**config.mk**
```make
export PLATFORM = sky130hd
export DESIGN_NAME = dual_gpio_port
export DESIGN_NICKNAME = d
export VERILOG_FILES = /design/src/rtl/dual_gpio_pkg.sv /design/src/rtl/gpio_in_sync.sv /design/src/rtl/gpio_vec_enc.sv /design/src/rtl/gpio_pad_mux.sv /design/src/rtl/dual_gpio_port.sv
export SDC_FILE = /design/constraint.sdc
export NUM_CORES = 1
export LEC_CHECK = 0
export CAP_MARGIN = 10
export CORE_MARGIN = 10
export CORE_UTILIZATION = 47
export CTS_CLUSTER_SIZE = 28
export DETAILED_ROUTE_END_ITERATION = 6
export GPL_ROUTABILITY_DRIVEN = 1
export PLACE_DENSITY = 0.84
export SETUP_SLACK_MARGIN = 0.5
export SLEW_MARGIN = 10
export SYNTH_ARGS = -nofsm -noshare
export SYNTH_HDL_FRONTEND = slang
export SYNTH_SLANG_ARGS = --single-unit
```
**constraint.sdc**
```tcl
create_clock -name clk -period 2.5 [get_ports clk]
set_clock_uncertainty 0.1 [all_clocks]
set_input_delay 0.25 -clock clk [delete_from_list [all_inputs] [get_ports clk]]
set_output_delay 0.25 -clock clk [all_outputs]
set_load 0.05 [all_outputs]
```
**src/rtl/dual_gpio_pkg.sv**
```systemverilog
package dual_gpio_pkg;
    localparam int PORTS  = 2;
    localparam int PINS   = 8;
    localparam int NPIN   = PORTS * PINS;
    localparam int ADDR_W = 5;
    localparam int DATA_W = 8;
    localparam int ALT_N  = 3;

    typedef logic [PORTS-1:0][PINS-1:0] bank_t;

    typedef struct packed {
        bank_t dout;
        bank_t dir;
        bank_t pull;
        bank_t drv;
        bank_t sel0;
        bank_t sel1;
        bank_t ies;
        bank_t ie;
        bank_t ifg;
    } gpio_regs_t;

    // register slot = byte address / 2; address bit 0 picks the bank
    typedef enum logic [3:0] {
        RS_LEVEL = 4'd0,
        RS_OUT   = 4'd1,
        RS_DIR   = 4'd2,
        RS_PULL  = 4'd3,
        RS_DRV   = 4'd4,
        RS_SEL0  = 4'd5,
        RS_SEL1  = 4'd6,
        RS_VECA  = 4'd7,
        RS_FLIP  = 4'd11,
        RS_EDGE  = 4'd12,
        RS_IEN   = 4'd13,
        RS_FLAG  = 4'd14,
        RS_VECB  = 4'd15
    } reg_slot_e;
endpackage

```
**src/rtl/gpio_in_sync.sv**
```systemverilog
module gpio_in_sync #(
    parameter int W      = 16,
    parameter int STAGES = 2
) (
    input  logic         clk,
    input  logic         rst_n,
    input  logic [W-1:0] pin_i,
    output logic [W-1:0] lvl_o,
    output logic [W-1:0] prev_o
);
    logic [STAGES-1:0][W-1:0] stg_q;
    logic [W-1:0]             prev_q;

    always_ff @(posedge clk) begin
        if (!rst_n) begin
            stg_q  <= '0;
            prev_q <= '0;
        end else begin
            stg_q[0] <= pin_i;
            for (int s = 1; s < STAGES; s++) begin
                stg_q[s] <= stg_q[s-1];
            end
            prev_q <= stg_q[STAGES-1];
        end
    end

    assign lvl_o  = stg_q[STAGES-1];
    assign prev_o = prev_q;
endmodule

```
**src/rtl/gpio_vec_enc.sv**
```systemverilog
module gpio_vec_enc #(
    parameter int W  = 8,
    parameter int CW = 8
) (
    input  logic [W-1:0]  flags_i,
    output logic [CW-1:0] code_o,
    output logic [W-1:0]  pick_o
);
    always_comb begin
        code_o = '0;
        pick_o = '0;
        // scan downward so the lowest set flag is the last one to overwrite
        for (int i = W - 1; i >= 0; i--) begin
            if (flags_i[i]) begin
                code_o    = CW'(2 * (i + 1));
                pick_o    = '0;
                pick_o[i] = 1'b1;
            end
        end
    end
endmodule

```
**src/rtl/gpio_pad_mux.sv**
```systemverilog
module gpio_pad_mux #(
    parameter int NPIN  = 16,
    parameter int ALT_N = 3
) (
    input  logic [NPIN-1:0]       dout_i,
    input  logic [NPIN-1:0]       dir_i,
    input  logic [NPIN-1:0]       pull_i,
    input  logic [NPIN-1:0]       sel0_i,
    input  logic [NPIN-1:0]       sel1_i,
    input  logic [ALT_N*NPIN-1:0] alt_out_i,
    input  logic [ALT_N*NPIN-1:0] alt_oe_i,
    output logic [NPIN-1:0]       pad_out_o,
    output logic [NPIN-1:0]       pad_oe_o,
    output logic [NPIN-1:0]       pull_en_o,
    output logic [NPIN-1:0]       pull_up_o
);
    for (genvar i = 0; i < NPIN; i++) begin : g_pin
        logic [1:0] fsel;
        assign fsel = {sel1_i[i], sel0_i[i]};

        always_comb begin
            if (fsel == 2'b00) begin
                pad_out_o[i] = dout_i[i];
                pad_oe_o[i]  = dir_i[i];
            end else begin
                pad_out_o[i] = alt_out_i[(int'(fsel) - 1) * NPIN + i];
                pad_oe_o[i]  = alt_oe_i[(int'(fsel) - 1) * NPIN + i];
            end
        end

        assign pull_en_o[i] = pull_i[i];
        assign pull_up_o[i] = pull_i[i] & dout_i[i];
    end
endmodule

```
**src/rtl/dual_gpio_port.sv**
```systemverilog
module dual_gpio_port
    import dual_gpio_pkg::*;
#(
    parameter int SYNC_STAGES = 2
) (
    input  logic                  clk,
    input  logic                  rst_n,
    input  logic [ADDR_W-1:0]     bus_addr,
    input  logic                  bus_wr,
    input  logic                  bus_rd,
    input  logic [DATA_W-1:0]     bus_wdata,
    output logic [DATA_W-1:0]     bus_rdata,
    input  logic [NPIN-1:0]       pad_in,
    output logic [NPIN-1:0]       pad_out,
    output logic [NPIN-1:0]       pad_oe,
    output logic [NPIN-1:0]       pad_pull_en,
    output logic [NPIN-1:0]       pad_pull_up,
    output logic [NPIN-1:0]       pad_drive,
    input  logic [ALT_N*NPIN-1:0] alt_out,
    input  logic [ALT_N*NPIN-1:0] alt_oe,
    output logic [PORTS-1:0]      irq
);
    gpio_regs_t st_d, st_q;

    logic [NPIN-1:0] lvl_flat, prev_flat;
    bank_t           lvl, lvl_prev, hit, vec_pick, clr;
    logic [PORTS-1:0][DATA_W-1:0] vec_code;

    reg_slot_e slot;
    logic      side;

    assign slot = reg_slot_e'(bus_addr[ADDR_W-1:1]);
    assign side = bus_addr[0];

    gpio_in_sync #(
        .W      (NPIN),
        .STAGES (SYNC_STAGES)
    ) u_sync (
        .clk    (clk),
        .rst_n  (rst_n),
        .pin_i  (pad_in),
        .lvl_o  (lvl_flat),
        .prev_o (prev_flat)
    );

    assign lvl      = lvl_flat;
    assign lvl_prev = prev_flat;
    assign hit      = (lvl & ~lvl_prev & ~st_q.ies) | (~lvl & lvl_prev & st_q.ies);

    for (genvar p = 0; p < PORTS; p++) begin : g_bank
        gpio_vec_enc #(
            .W  (PINS),
            .CW (DATA_W)
        ) u_vec (
            .flags_i (st_q.ifg[p]),
            .code_o  (vec_code[p]),
            .pick_o  (vec_pick[p])
        );
        assign irq[p] = |(st_q.ifg[p] & st_q.ie[p]);
    end

    // next-state
    always_comb begin
        st_d = st_q;
        clr  = '0;
        if (bus_rd && !side) begin
            if (slot == RS_VECA) clr[0] = vec_pick[0];
            if (slot == RS_VECB) clr[1] = vec_pick[1];
        end
        if (bus_wr) begin
            case (slot)
                RS_OUT:  st_d.dout[side] = bus_wdata;
                RS_DIR:  st_d.dir[side]  = bus_wdata;
                RS_PULL: st_d.pull[side] = bus_wdata;
                RS_DRV:  st_d.drv[side]  = bus_wdata;
                RS_SEL0: st_d.sel0[side] = bus_wdata;
                RS_SEL1: st_d.sel1[side] = bus_wdata;
                RS_FLIP: begin
                    st_d.sel0[side] = st_q.sel0[side] ^ bus_wdata;
                    st_d.sel1[side] = st_q.sel1[side] ^ bus_wdata;
                end
                RS_EDGE: st_d.ies[side]  = bus_wdata;
                RS_IEN:  st_d.ie[side]   = bus_wdata;
                RS_FLAG: st_d.ifg[side]  = bus_wdata;
                default: ;
            endcase
        end
        // hardware edges are merged last so they beat any clear
        st_d.ifg = (st_d.ifg & ~clr) | hit;
    end

    always_ff @(posedge clk) begin
        if (!rst_n) st_q <= '0;
        else        st_q <= st_d;
    end

    // read path
    always_comb begin
        bus_rdata = '0;
        if (bus_rd) begin
            case (slot)
                RS_LEVEL: bus_rdata = lvl[side];
                RS_OUT:   bus_rdata = st_q.dout[side];
                RS_DIR:   bus_rdata = st_q.dir[side];
                RS_PULL:  bus_rdata = st_q.pull[side];
                RS_DRV:   bus_rdata = st_q.drv[side];
                RS_SEL0:  bus_rdata = st_q.sel0[side];
                RS_SEL1:  bus_rdata = st_q.sel1[side];
                RS_VECA:  bus_rdata = side ? '0 : vec_code[0];
                RS_EDGE:  bus_rdata = st_q.ies[side];
                RS_IEN:   bus_rdata = st_q.ie[side];
                RS_FLAG:  bus_rdata = st_q.ifg[side];
                RS_VECB:  bus_rdata = side ? '0 : vec_code[1];
                default:  bus_rdata = '0;
            endcase
        end
    end

    gpio_pad_mux #(
        .NPIN  (NPIN),
        .ALT_N (ALT_N)
    ) u_pad (
        .dout_i    (st_q.dout),
        .dir_i     (st_q.dir),
        .pull_i    (st_q.pull),
        .sel0_i    (st_q.sel0),
        .sel1_i    (st_q.sel1),
        .alt_out_i (alt_out),
        .alt_oe_i  (alt_oe),
        .pad_out_o (pad_out),
        .pad_oe_o  (pad_oe),
        .pull_en_o (pad_pull_en),
        .pull_up_o (pad_pull_up)
    );

    assign pad_drive = st_q.drv;
endmodule

```
# Yosys cells after proc, flatten, opt, wreduce, memory -nomap -nowiden

Index checks and enable logic that the tools add are counted.

Register bits after elaboration: 192
Latch bits: 0
Memory bits (writable): 0
Memory bits (read-only): 0
Bits of input ports: 129
Output and inout port bits: 90
Logic and storage cells: 349
Memories kept: 0

Add/subtract/negate cells: 31
Multiply operators: 0
Divide/modulo/power cells: 0
$lt $le $gt $ge: 18
Eq/ne operators: 12
Shift-type cells: 0
Muxes and demuxes: 204
Bitwise logic cells: 31
Reductions and logical operators: 32

Operator list:

| cell                                                 | count |
|---|---|
| < comparator 32 x 8 -> 1 bit (second input constant) | 15 |
| two-way mux 8 bit                                    | 42 |
| adder 32 x 5 -> 32 bit (second input constant)       | 8 |
| binary-select mux 1 bit (select 6 bit)               | 30 |
| bitwise mux 16 bit                                   | 11 |
| adder 32 x 4 -> 32 bit (second input constant)       | 4 |
| two-way mux 1 bit                                    | 96 |
| case mux 8 bit (12 select lines)                     | 1 |
| bitwise AND 16 bit                                   | 5 |
| two-way mux 5 bit                                    | 16 |
| adder 32 x 3 -> 32 bit (second input constant)       | 2 |
| inverter 16 bit                                      | 4 |
| case mux 16 bit (2 select lines)                     | 2 |
| two-way mux 16 bit                                   | 3 |
| subtractor 2 x 1 -> 3 bit (second input constant)    | 16 |
| adder 32 x 2 -> 32 bit (second input constant)       | 1 |
| logical NOT 2 bit                                    | 16 |
| OR 16 bit                                            | 2 |
| == test 4 bit (second input constant)                | 5 |
| bitwise AND 1 bit                                    | 16 |
| bitwise AND 8 bit                                    | 2 |
| == test 4 x 3 -> 1 bit (second input constant)       | 4 |
| AND reduction 2 bit                                  | 8 |
| OR reduction 8 bit                                   | 2 |
| other kinds (12)                                     | 17 |

# Longest topological paths before layout

Word-level depth: 13
Mapped depth: 8
Gate-level depth less buffers: 6

# By module

From an unflattened synthesis, not the netlist that was laid out.

Cell total of the unflattened synthesis: 1357
Area total of the unflattened synthesis: 11667.4 µm²

By module, submodules not included:

| module         | instances | cells each | area an instance (µm²) | seq. area each (µm²) |
|---|---|---|---|---|
| dual_gpio_port | 1         | 992        | 8221.6                 | 2882.8 |
| gpio_pad_mux   | 1         | 192        | 1641.6                 | 0.0 |
| gpio_in_sync   | 1         | 117        | 1451.4                 | 960.9 |
| gpio_vec_enc   | 2         | 28         | 176.4                  | 0.0 |

# Worst setup path after synthesis

No wires, ideal clock.

Kind: flip-flop to output port
From: reg st_q[74] (netlist bit)
To: out pad_oe[10]
Data arrival time: 2.141 ns
Required time: 2.150 ns
Slack: 0.009 ns
Stages on the path, launching flop included: 7
Buffers on the path: 0
Path through: dfxtp_1 -> inv_1 -> ha_1 -> mux2i_1 -> nor2_1 -> a31oi_1 -> o21ai_0

Word-level cells in the longest chain between the ends: 6
Elaborated cells on any way between the ends: 7
Those cells by class: 2 x add/sub; 4 x mux; 1 x reduce/logical

Ends and longest elaborated chain:

| element                                               | RTL line             | source |
|---|---|---|
| from (decl)                                           | dual_gpio_port.sv:23 | `gpio_regs_t st_d, st_q;` |
| from (signal assigned)                                | dual_gpio_port.sv:94 | `else st_q <= st_d;` |
| subtractor 2 x 1 -> 3 bit                             | gpio_pad_mux.sv:27   | `pad_oe_o[i] = alt_oe_i[(int'(fsel) - 1) * NPIN + i];` |
| adder 32 x 5 -> 32 bit                                | gpio_pad_mux.sv:27   |  |
| binary-select mux 1 bit (select 6 bit)                | gpio_pad_mux.sv:27   |  |
| two-way mux 1 bit (not written as such) (2 in series) | gpio_pad_mux.sv:27   |  |
| two-way mux 1 bit (*)                                 | gpio_pad_mux.sv:22   | `if (fsel == 2'b00) begin` |
| to (decl)                                             | dual_gpio_port.sv:15 | `output logic [NPIN-1:0] pad_oe,` |

Every way passes the cells marked *; elsewhere a longest branch is shown, timed or not. The select of a mux whose other input is x is not followed.

# Worst setup path after layout

From: reg st_q[52] (netlist bit)
To: out bus_rdata[4]

Word-level cells in the longest chain between the ends: 4

Ends and longest elaborated chain:

| element                                               | RTL line              | source |
|---|---|---|
| two-way mux 8 bit (not written as such) (2 in series) | dual_gpio_port.sv:108 | `RS_SEL1: bus_rdata = st_q.sel1[side];` |
| case mux 8 bit (12 select lines)                      | dual_gpio_port.sv:101 | `case (slot)` |
| two-way mux 8 bit                                     | dual_gpio_port.sv:100 | `if (bus_rd) begin` |
| to (decl)                                             | dual_gpio_port.sv:12  | `output logic [DATA_W-1:0] bus_rdata,` |

No other way between the ends. The select of a mux whose other input is x is not followed.

==> impl_metrics.toml <==
[yosys]
post-synth-top-count-cell = "mux2i_1"
synth-main-ff-cell = "dfxtp_1"
synthCells = 1262
synth_warnings = 0
synthesis.nets = 1407
synth_largest_area_cell = "dfxtp_1"
synth_cell_types = 51
ys_seq_elements = 192
seq_area_frac_synth = 0.346
netlist_area_um2 = 11100
synthTopCellsByCount = "mux2i_1 (216), dfxtp_1 (192), nand2_1 (94)"
synth-edff-count = 0
synth_area_leaders = "dfxtp_1 (35%), mux2i_1 (19%), nor2b_1 (5.2%)"
ys_async_sr_fraction = 0
yosysTopAreaCellShare = 0.346
post_synth.cell_area_avg_um2 = 8.80

[setup_path]
crit_required_ns = 2.15
end_kind = "primary output"
crit_path_start_kind = "flip-flop"
cp_max_fo = 3
path_class = "flip-flop to primary output"
cp.arrival_ns = 2.21

[cts]
cts.clk_slew.worst_paths_ns = 0.07
cts_hold_buffers = 0
cts_sinks = 192
htreeDepth = 4
insertion_delay_ns = 0.45
cts_buffers = 17
cts_tree = "yes"
clock_path_buffers = 2
cts_root_buf = "clkbuf_16"

[detailed_routing]
wl_per_cell_um = 24.1
wl_um = 45900
drc = 2
routed_via_density = 6.41
drt_iter0_markers = 1812
ant_nets = 0
vias = 12195
firstDrtPassIters = 7

[global_routing]
grtUsageTotal = 0.264
grt_pass1_vias = 11612
grt_pass1_wl_um = 64100
antenna_found_initial = 1
grt_max_degree = 193
overflow = 0

[sta]
timing.fmax_mhz = 391
drv_slew = 0
slew_headroom = 0.386
finalCritPeriodShare = 1.02
worst_slack_ns = -0.0608
fin_setup_tns_ns = -0.0608
setup_viol = 1
worstMarginPinSlew_ns = 0.917
post-route-min-period_ns = 2.56
hold_viol_final = 0
rsz0062_at_grt = "true"

[layout]
stdcell_count = 1903
layout-drive-gt1-share = 0.314
syn2layout_area_growth_pct = 50.9
final_nets = 1714

[hold_path]
min_path_type = "input port to flip-flop"

[placed_design]
gp_congestion = 0.952
post-place-ws_ns = -0.0212
portBuffers = 218
dp_hpwl_um = 27300
dp.cells = 1772

[pwr]
power_density_nw_per_um2 = 472
power_leakage_nw = 6.96
ir_drop_uv = 523

[die]
ios = 219
fp-row-count = 56
core-area_um2 = 23300
die-width_um = 174
die-area_um2 = 30200
dieHeight_um = 174
start_util = 0.476

[outcome]
outcome = "finished, violations left"
violations = "design-rule violations, negative setup slack"

[flow_run]
cap_viol_max_count = 0
-- final cells by class --
class	instances	area, um2
Multi-Input combinational cell	920	7450
Fill cell	1473	6570
Timing Repair Buffer	399	4140
Sequential cell	192	3980
Clock buffer	23	498
Tap cell	319	399
Inverter	39	214
Clock inverter	9	73.8
Antenna cell	2	5.00
-- power breakdown --
group,switching [mW],internal [mW]
clock network,1.26,1.42
logic,0.979,0.992
registers,0.119,3.15
-- metrics by stage --
| step | power [mW] | hold WS (ns) | area (um2) | util |
|---|---|---|---|---|
| 2_1_floorplan | 4.16 | 0.277 | 11300 | - |
| 3_3_place_gp | 4.74 | 0.318 | 14400 | 0.619 |
| 3_5_place_dp | 4.78 | 0.320 | 14400 | 0.619 |
| 4_1_cts | 7.66 | 0.280 | 16300 | 0.698 |
| 5_1_grt | 8.11 | 0.279 | 16800 | 0.718 |
| 6_report | 7.92 | 0.274 | 16800 | 0.718 |
-- per-layer routing --
layer	track usage	vias up	wire length, um	part of all wire
met2	0.422	993	20500	0.45
met5	0	-	0	0
met4	0.133	0	3640	0.079
met3	0.0823	356	5570	0.12
li1	-	5161	-	-
met1	0.313	5685	16200	0.35
-- sequential cells by signal (all words and copies together) (netlist names) --
name and flops:
st_q 128, pad_drive 16, u_sync.lvl_o 16, u_sync.prev_o 16, u_sync.stg_q 16
-- worst paths after layout --
check / from / endpoint / slack, ns / cells after the start
worst min register to register: u_sync.stg_q[15] / u_sync.lvl_o[15] / 0.33 / 1
worst max register to register: st_q[1] / st_q[3] / 0.63 / 5
worst max-delay path: st_q[52] / bus_rdata[4] / -0.06 / 6
worst min-delay path: pad_in[6] / u_sync.stg_q[6] / 0.27 / 2
-- timing repair --
item	4_1_cts	5_1_grt
setup endpoints to repair	95	56
buffers inserted	73	23
gates cloned	1	0
pin swaps	55	46
gates resized for setup	276	78
-- placed cells by master, fill, tap and decap left out, types with 35 or more instances in the layout --
master           instances
and2_1                  67
dfxtp_1                138
buf_4                  154
dlygate4sd2_1           35
a21oi_1                 42
mux2i_1                187
nor2b_1                 90
buf_12                  50
nand2_1                 92
o21ai_2                 35
a31oi_1                 69
clkdlybuf4s50_1        122
nor2_1                  46
-- kinds of logic (layout without fill, tap and decap cells) --
group,Yosys count,after routing,synth area share
adder cells (fa/ha/maj),16,16,0.0180
flip-flops,192,192,0.346
multiplexers,216,216,0.195
AND/OR/NAND/NOR,407,407,0.210
other,0,2,0
buffers and inverters,150,470,0.0659
AO/OA/AOI/OAI,281,281,0.165
-- worst max-delay path, stage by stage, from the launching register on --
cell	delay (ns)
dfxtp_4	0.37
mux2i_2	0.36
o22ai_1	0.21
nor3_1	0.34
buf_4	0.18
a31oi_4	0.11
buf_12	0.17
Power figures use the tool's default switching activity.
